==> src/rtl/spi_line_capture.sv <==
module spi_line_capture #(
  parameter int PKT_PX     = 80,
  parameter int BASE_LINES = 60,
  parameter bit HIRES      = 1'b0,
  localparam int PKTS      = HIRES ? 4*BASE_LINES : BASE_LINES,
  localparam int ADDR_W    = $clog2(PKTS*PKT_PX)
)(
  input  logic              clk,
  input  logic              rst_n,
  input  logic              pkt_start,
  input  logic              byte_valid,
  input  logic [7:0]        byte_data,
  output logic              wr_en,
  output logic [ADDR_W-1:0] wr_addr,
  output logic [15:0]       wr_data,
  output logic              synced,
  output logic              crc_error,
  output logic              frame_done
);
  localparam int PKT_BYTES = 4 + 2*PKT_PX;
  localparam int CW        = $clog2(PKT_BYTES+1);

  function automatic logic [15:0] crc_step(input logic [15:0] c, input logic [7:0] b);
    logic [15:0] r;
    r = c;
    for (int i = 7; i >= 0; i--)
      r = (r[15] ^ b[i]) ? ({r[14:0], 1'b0} ^ 16'h1021) : {r[14:0], 1'b0};
    return r;
  endfunction

  logic [CW-1:0]     cnt, pos;
  logic [7:0]        id_top, hi_b, crc_in;
  logic [11:0]       line_id, exp_id, cur_id;
  logic [15:0]       crc_acc, crc_rx, crc_nx;
  logic [ADDR_W-1:0] base;
  logic              take, locked, discard_id, accept, take_eff, last_byte;

  assign pos        = pkt_start ? '0 : cnt;
  assign take_eff   = take && !pkt_start;
  assign cur_id     = {id_top[3:0], byte_data};
  assign discard_id = id_top[3:0] == 4'hF;
  assign accept     = !discard_id && (cur_id == 12'd0 || (locked && cur_id == exp_id));
  assign crc_in     = (pos == CW'(0)) ? {4'h0, byte_data[3:0]} :
                      (pos == CW'(2) || pos == CW'(3)) ? 8'h00 : byte_data;
  assign crc_nx     = crc_step((pos == CW'(0)) ? 16'h0000 : crc_acc, crc_in);
  assign last_byte  = pos == CW'(PKT_BYTES-1);
  assign synced     = locked;

  always_ff @(posedge clk) begin
    if (!rst_n) begin
      cnt        <= '0;
      id_top     <= '0;
      hi_b       <= '0;
      line_id    <= '0;
      exp_id     <= '0;
      crc_acc    <= '0;
      crc_rx     <= '0;
      base       <= '0;
      take       <= 1'b0;
      locked     <= 1'b0;
      wr_en      <= 1'b0;
      wr_addr    <= '0;
      wr_data    <= '0;
      crc_error  <= 1'b0;
      frame_done <= 1'b0;
    end else begin
      wr_en      <= 1'b0;
      crc_error  <= 1'b0;
      frame_done <= 1'b0;
      if (pkt_start) begin
        cnt  <= '0;
        take <= 1'b0;
      end
      if (byte_valid && pos < CW'(PKT_BYTES)) begin
        cnt     <= pos + CW'(1);
        crc_acc <= crc_nx;
        if (pos == CW'(0)) begin
          id_top <= byte_data;
        end else if (pos == CW'(1)) begin
          take    <= accept;
          line_id <= cur_id;
          base    <= ADDR_W'(int'(cur_id) * PKT_PX);
          if (accept && cur_id == 12'd0)
            locked <= 1'b1;
          else if (!discard_id && !accept)
            locked <= 1'b0;
        end else if (pos == CW'(2)) begin
          crc_rx[15:8] <= byte_data;
        end else if (pos == CW'(3)) begin
          crc_rx[7:0] <= byte_data;
        end else if (!pos[0]) begin
          hi_b <= byte_data;
        end else if (take_eff) begin
          wr_en   <= 1'b1;
          wr_data <= {hi_b, byte_data};
          wr_addr <= base + ADDR_W'((pos - CW'(4)) >> 1);
        end
        if (last_byte && take_eff) begin
          if (crc_nx == crc_rx) begin
            if (line_id == 12'(PKTS-1)) begin
              frame_done <= 1'b1;
              locked     <= 1'b0;
            end else begin
              exp_id <= line_id + 12'd1;
            end
          end else begin
            crc_error <= 1'b1;
            locked    <= 1'b0;
          end
        end
      end
    end
  end
endmodule

==> config.mk <==
export PLATFORM = sky130hd
export DESIGN_NAME = spi_line_capture
export DESIGN_NICKNAME = d
export VERILOG_FILES = /design/src/rtl/spi_line_capture.sv
export SDC_FILE = /design/constraint.sdc
export NUM_CORES = 1
export LEC_CHECK = 0
export ABC_AREA = 1
export BUFFER_PORTS_ARGS = -buffer_cell sky130_fd_sc_hd__buf_4
export CORE_UTILIZATION = 45
export CTS_BUF_LIST = sky130_fd_sc_hd__clkbuf_16
export DETAILED_ROUTE_END_ITERATION = 8
export PLACE_DENSITY = 0.7
export SLEW_MARGIN = 20
export SYNTH_ARGS = -nofsm -noshare
export SYNTH_HDL_FRONTEND = slang
export SYNTH_SLANG_ARGS = --single-unit
==> constraint.sdc <==
create_clock -name clk -period 4.5 [get_ports clk]
set_input_delay 0.45 -clock clk [delete_from_list [all_inputs] [get_ports clk]]
set_output_delay 0.45 -clock clk [all_outputs]
set_load 0.02 [all_outputs]
==> results of run 1 <==
[per-stage QoR]
step | total power, mW | area (um^2) | utilization (%) | hold slack, ns | setup WS (ns)
global route | 2.803 | 7478 | 53.88 | 0.3658 | 0.4222
CTS | 2.710 | 7478 | 53.88 | 0.3542 | 0.8915
global placement | 1.409 | 6919 | 49.85 | 0.4588 | 0.7770
finish | 2.700 | 7478 | 53.88 | 0.3663 | 0.8549
detailed placement | 1.409 | 6919 | 49.85 | 0.4617 | 0.6505
floorplan | 1.329 | 6424 | - | 0.4372 | 1.528
[flip-flops by register name (all words and copies together) (netlist names), 7 cells and up]
name	cells
base	7
cnt	8
exp_id	12
crc_acc	16
wr_data	16
hi_b	8
line_id	12
crc_rx	16
wr_addr	13
[per-layer routing]
layer	routed length, um	vias to the layer above
met2	7471	203
li1	-	3066
met3	1090	29
met1	7679	2716
met5	0	-
met4	296	0
[power by group]
part | internal [mW] | switching, mW
sequential | 1.06 | 0.0167
combinational | 0.104 | 0.211
clock | 0.805 | 0.501
total | 1.97 | 0.729
[cells in the final DEF (no fill, tap or decap), types with 6 or more instances in the layout]
| cell | count |
|---|---|
| buf_4 | 54 |
| inv_1 | 97 |
| nand2_1 | 115 |
| xor2_1 | 17 |
| ha_1 | 26 |
| o21ai_0 | 104 |
| nand2_2 | 15 |
| clkinv_1 | 7 |
| a21oi_1 | 88 |
| nand3_1 | 65 |
| a31oi_1 | 7 |
| nor2_1 | 112 |
| nand4_1 | 21 |
| xnor2_1 | 12 |
| clkbuf_16 | 17 |
| dfxtp_1 | 117 |
| nor4_1 | 6 |
| nand2_4 | 6 |
| nand3_2 | 14 |
[final timing paths]
path / end / start
worst max-delay path: exp_id[6]$_SDFFE_PN0P_ / cnt[0]$_SDFF_PN0_
worst min-delay path: crc_rx[11]$_SDFFE_PN0P_ / byte_data[3]
worst max register to register: exp_id[6]$_SDFFE_PN0P_ / cnt[0]$_SDFF_PN0_
worst min register to register: crc_rx[8]$_SDFFE_PN0P_ / crc_rx[8]$_SDFFE_PN0P_
[synth_stat cells (all sizes together) (7+ instances only)]
library cell and n:
clkbuf 28, nor4 8, xor2 17, inv 100, o21ai 105, a31oi 7
ha 26, dfxtp 117, nand2 136, nand3 81, a21oi 88, nand4 21
xnor2 12, nor2 118
[logic make-up after synthesis]
kind of cell,count (synthesis),synth area share (%)
XOR/XNOR,29,3.954
adder cells (fa/ha/maj),28,5.688
AO/OA/AOI/OAI,210,17.04
AND/OR/NAND/NOR,375,28.38
buffers and inverters,138,8.473
flip-flops,117,36.46
[worst min-delay path, stage by stage]
cell,delay (ns)
buf_4,0.11
o21ai_0,0.08
a21oi_1,0.10
[area by class of cell]
class	instances	area (um^2)
fillers	1336	6402
flip-flops and latches	117	2342
inverters	105	396.6
multi-input cells	642	3550
repair buffers	54	405.4
clock buffers	17	425.4
well taps	180	225.2
clock inverters	13	133.9
==> impl_metrics.ini, run 1 <==
[outcome]
outcome = finished clean

[worst_setup_path]
critPathCaptureType = flip-flop
worst_path_max_delay_cell = nor2_2
timing.critical_path.required_ns = 4.82
max_stage_delay_ns = 0.46
cp_data_arrival_time_ns = 3.96
worst-r2r-setup-slack_ns = 0.85
timing.setup.critical_path_class = reg -> reg
path_delay_family = simple AND/OR/NAND/NOR gates
critical_path_cell_count = 24
path_cells = inv_1, nor2_1, inv_1, ha_1, nand2_1, inv_1, o21ai_4, nand3_1, nand2_1, nand2_2, nand2_2, nand2_2, nand2_2, nand2_1, nand2_1, nand2_1, nor2_1, nand2_1, nor2_1, nand3_1, nor2_2, nand4_1, nand2_1, nor2_1
critical_path.startpoint_type = flip-flop
crit_top_cell = nand2_1
critPathMaxFanout = 13
rr_worst_depth = 24
worstPathBufferInverterCount = 3

[clocking]
clock_path_buffers = 2
post_cts_resize_count = 0
cts_sink_count = 117
cts.reportedPaths.clkPinSlew_ns = 0.06
cts_setup_buffers = 0
cts_tree = yes
cts-hold-fix-buffers = 0
insertion_delay_ns = 0.42
numCtsBuffers = 17
cts_h_tree_depth = 4
clock_tree.root_cell = clkbuf_16

[power]
p_leak_nw = 3.366
ir_drop_mv = 0.2861
power_density_over_the_cells_mw_per_mm2 = 361.1

[timing]
final_min_period_over_clock_period_pct = 81.00
setup-tns-final_ns = 0
finalClockSkew_ns = 0.008666
maxSlewViolCount = 0
slew_headroom_pct = 57.94
timing.final.setup_violations = 0
timing.final.hold_violations = 0
rsz0062_at_grt = no
max_clock_freq_mhz = 274.3
period_minus_slack_ns = 3.645
transition_time_at_the_pin_with_the_least_slew_margin_ns = 0.6291

[global_route]
global_route.usage.total_pct = 23.74
grt.busiest_layer = met2
global_route.usage.met2_pct = 37.25
grtUsageMet1_pct = 31.36
first_global_vias = 5371
grt.overflow.total = 0
met3_usage_pct = 5.639
largest_net_degree_at_the_start_of_global_routing = 55
grt_first_pass_wirelength_um = 27030
initial_antenna_violation_count = 0

[finish]
fin_cells = 1128
finish.net_count = 977
drive_above_1_share_pct = 13.82
synthToLayoutAreaGrowth_pct = 16.42
antenna_cells = 0

[min_path]
hold_path_depth = 3
min_path_type = in -> reg

[routing]
drt_drc_violations_left = 0
detail_route.wirelength_um = 16540
first_pass_iters = 5
violation_count_after_the_first_detailed_route_iteration = 457
drt.antenna.violating_nets = 0
total_number_of_vias = 6014
routed_via_density = 5.332
avgRoutedWirePerCell_um = 14.66

[synth]
postSynthNetCount = 937
synth_async_sr_flop_share_pct = 0
synth_cells = 897
syn-cell-area_mm2 = 0.006424
ys_seq_area_share_pct = 36.46
synth_flop_cell = dfxtp_1
yosys.area.top_type = dfxtp_1
yosys.cell_types.count = 39
synth_largest_type_area_fraction_pct = 36.46
ys_ff_latch = 117
post_synthesis_mean_instance_area_um2 = 7.161
yosys_warnings = 0
synth_edf_count = 0
synthTopCellsByArea = dfxtp_1 36%, o21ai_0 8.1%, a21oi_1 6.9%, nand2_1 6.7%, nor2_1 6.5%

[place]
gpl.final_weighted_congestion = 0.9393
portBuffers = 44
place_inst = 1098
detailed_place_hpwl_um = 11490

[floorplan]
rows = 43
pin_count = 45
die_height_um = 121.5
core_region_area_mm2 = 0.01388
die_w_um = 121.5
die_area_mm2 = 0.01476
initial_core_util_pct = 46.28

[flow_run]
maxCapViolations = 0
(Power assumes the default switching activity.)
==> run 2, diff against run 1 <==
--- a/config.mk
+++ b/config.mk
@@ -5,12 +5,12 @@
 export SDC_FILE = /design/constraint.sdc
 export NUM_CORES = 1
 export LEC_CHECK = 0
-export ABC_AREA = 1
+export ABC_AREA = 0
 export BUFFER_PORTS_ARGS = -buffer_cell sky130_fd_sc_hd__buf_4
 export CORE_UTILIZATION = 45
 export CTS_BUF_LIST = sky130_fd_sc_hd__clkbuf_16
 export DETAILED_ROUTE_END_ITERATION = 8
-export PLACE_DENSITY = 0.7
+export PLACE_DENSITY = 0.72
 export SLEW_MARGIN = 20
 export SYNTH_ARGS = -nofsm -noshare
 export SYNTH_HDL_FRONTEND = slang
==> constraint.sdc (replaced) <==
create_clock -name clk -period 3.2 [get_ports clk]
set_input_delay 0.32 -clock clk [delete_from_list [all_inputs] [get_ports clk]]
set_output_delay 0.32 -clock clk [all_outputs]
set_load 0.02 [all_outputs]
==> impl_metrics.ini, run 2 <==
[finish]
biggestRegsByFlops = crc_acc (16), crc_rx (16), wr_data (16)
final_core_utilization_pct = 58.90
most-common-layout-cells = 157 x nand2_1, 139 x buf_4, 115 x dfxtp_1, 48 x a21boi_0, 39 x a21oi_1
count_of_fill_cells_added_during_filler_insertion = 1317
multi_input_comb_area_mm2 = 0.004526
fin_cells = 1164
regArea_mm2 = 0.002345
finish.net_count = 1004
drive_above_1_share_pct = 23.87
mostFrequentLayoutCell = nand2_1
synthToLayoutAreaGrowth_pct = 27.67
antenna_cells = 0

[synth]
ys_seq_area_share_pct = 33.40
yosys.area.top_type = dfxtp_1
synth_cells = 860
synth_largest_type_area_fraction_pct = 33.40
syn-cell-area_mm2 = 0.007013
post_synthesis_mean_instance_area_um2 = 8.155
yosysMostFrequentCell = nand2_1
synth_async_sr_flop_share_pct = 0
synth_edf_count = 0
yosys.cell_types.count = 72
synthTopCellsByArea = dfxtp_1 33%, nand2_1 8.5%, a21boi_0 5.1%, ha_1 4.6%, mux2i_1 4.3%
ys_ff_latch = 117
postSynthNetCount = 900
yosys_warnings = 0
synth_top_cells_by_count = 158 x nand2_1, 117 x dfxtp_1, 48 x a21boi_0, 46 x clkbuf_1, 45 x a21oi_1
synth_flop_cell = dfxtp_1

[global_route]
first_global_vias = 6231
grt_first_pass_wirelength_um = 31870
largest_net_degree_at_the_start_of_global_routing = 73
initial_antenna_violation_count = 0
grt.overflow.total = 0
global_route.usage.total_pct = 25.62

[clocking]
clock_path_buffers = 2
clock_tree.root_cell = clkbuf_16
cts_h_tree_depth = 4
cts_sink_count = 117
insertion_delay_ns = 0.42
cts.reportedPaths.clkPinSlew_ns = 0.05
cts-hold-fix-buffers = 0
numCtsBuffers = 17
cts_tree = yes

[power]
power_density_over_the_cells_mw_per_mm2 = 450.5
netSwitchingFraction_pct = 25.58
combPwrFrac_pct = 12.9
p_leak_nw = 3.766
share_clk_of_total_power_pct = 49.9
internal_power_mw = 3.002
power.share.sequential_pct = 37.3
ir_drop_mv = 0.3794
power_switching_mw = 1.032

[routing]
first_pass_iters = 5
drt.antenna.violating_nets = 0
routed_via_density = 5.625
violation_count_after_the_first_detailed_route_iteration = 519
total_number_of_vias = 6548
detail_route.wirelength_um = 20040
avgRoutedWirePerCell_um = 17.21
drt_drc_violations_left = 0

[timing]
final_min_period_over_clock_period_pct = 103.6
maxSlewViolCount = 0
setup-tns-final_ns = -0.8140
timing.final.hold_violations = 0
slew_headroom_pct = 49.88
layout_setup_ws_ns = -0.1149
max_clock_freq_mhz = 301.7
timing.final.setup_violations = 12
period_minus_slack_ns = 3.315
rsz0062_at_grt = yes
finalClockSkew_ns = 0.009119
whs_ns = 0.2474
transition_time_at_the_pin_with_the_least_slew_margin_ns = 0.7329

[flow_run]
maxCapViolations = 0

[worst_setup_path]
path_cells = buf_12, nor4_4, o221ai_4, a2111oi_1, nor4_2, a2111o_1, a2111o_1, nor4_4, and2_4, buf_12, mux2i_2
worstPathBufferInverterCount = 2
timing.setup.critical_path_class = reg -> reg
critPathCaptureType = flip-flop
path_delay_family = compound AO/OA/AOI/OAI gates
worst_r2r_startpoint = cnt[5]$_SDFF_PN0_
worst_r2r_endpoint = exp_id[1]$_SDFFE_PN0P_
worst_path_max_delay_cell = a2111oi_1
cp_data_arrival_time_ns = 3.65
max_stage_delay_ns = 0.56
worst-r2r-setup-slack_ns = -0.11
timing.critical_path.required_ns = 3.54
crit_start = cnt[5]$_SDFF_PN0_
critical_path.startpoint_type = flip-flop
rr_worst_depth = 11
critPathMaxFanout = 12
critical_path_cell_count = 11
cp-endpoint = exp_id[1]$_SDFFE_PN0P_

[floorplan]
die_height_um = 126.8
die_w_um = 126.8
pin_count = 45
core_region_area_mm2 = 0.01520
die_area_mm2 = 0.01609
rows = 45
initial_core_util_pct = 46.13

[place]
detailed_place_hpwl_um = 13580
gpl.final_weighted_congestion = 0.9650
portBuffers = 44
preCtsSetupSlack_ns = -0.2091
place_inst = 1123

[min_path]
min_path_type = in -> reg
hold_start = byte_data[6]

[outcome]
outcome = complete, but fails checks
failed_checks = setup timing
## run 2: kinds of logic (layout without fill, tap and decap cells)
| logic type | count (synthesis) | after routing | synth area share (%) |
|---|---|---|---|
| AO/OA/AOI/OAI | 178 | 178 | 18.59 |
| XOR/XNOR | 61 | 61 | 7.618 |
| adder cells (fa/ha/maj) | 29 | 29 | 5.352 |
| buffers and inverters | 86 | 202 | 5.210 |
| flip-flops | 117 | 117 | 33.40 |
| multiplexers | 31 | 31 | 4.442 |
| AND/OR/NAND/NOR | 358 | 358 | 25.39 |
## run 2: power groups by stage
stage               registers, mW  clock network [mW]  logic [mW]
floorplan                    1.52                   0       0.313
global placement             1.53                   0       0.466
detailed placement           1.53                   0       0.473
CTS                          1.50                2.03       0.494
global route                 1.51                2.11       0.556
finish                       1.50                2.01       0.519
## run 2: what timing repair did
| action | CTS | global route |
|---|---|---|
| setup endpoints to repair | 15 | 18 |
| pin swaps | 6 | 10 |
| setup buffers | 4 | 6 |
| gates resized for setup | 14 | 20 |
## run 2: metal layers
metal | part of all wire (%) | track usage, % | routed length [um] | vias to the layer above
li1 | - | - | - | 3187
met1 | 45 | 32.74 | 8994 | 3057
met2 | 45 | 40.95 | 9052 | 247
met3 | 6.4 | 5.778 | 1292 | 57
met4 | 3.5 | 12.11 | 697 | 0
met5 | 0 | 0 | 0 | -
## run 2: worst min path at each step
| stage | to | slack (ns) | cells after the start |
|---|---|---|---|
| after floorplan | wr_data[10]$_SDFFE_PN0P_ | 0.44 | 2 |
| after global placement | exp_id[11]$_SDFFE_PN0P_ | 0.45 | 2 |
| after detailed placement | wr_data[5]$_SDFFE_PN0P_ | 0.46 | 2 |
| after CTS | crc_rx[6]$_SDFFE_PN0P_ | 0.24 | 3 |
| after global routing | crc_rx[6]$_SDFFE_PN0P_ | 0.27 | 3 |
| final | crc_rx[6]$_SDFFE_PN0P_ | 0.25 | 3 |
## run 2: final cells by class
class,count,area share (%)
Multi-Input combinational cell,657,50.54
Sequential cell,117,26.19
Timing Repair Buffer,144,12.67
Clock buffer,17,4.751
Tap cell,188,2.627
Clock inverter,14,2.082
Inverter,27,1.132
## run 2: tightest hold or removal path, stage by stage
cell and delay, ns:
buf_4 0.14, mux2i_1 0.08, nor2b_1 0.09
## run 2: metrics by stage
step,area [um^2],power (mW)
after floorplan,7113,1.838
after global placement,8113,2.000
after detailed placement,8113,2.007
after CTS,8815,4.028
after global routing,8954,4.168
final,8954,4.034
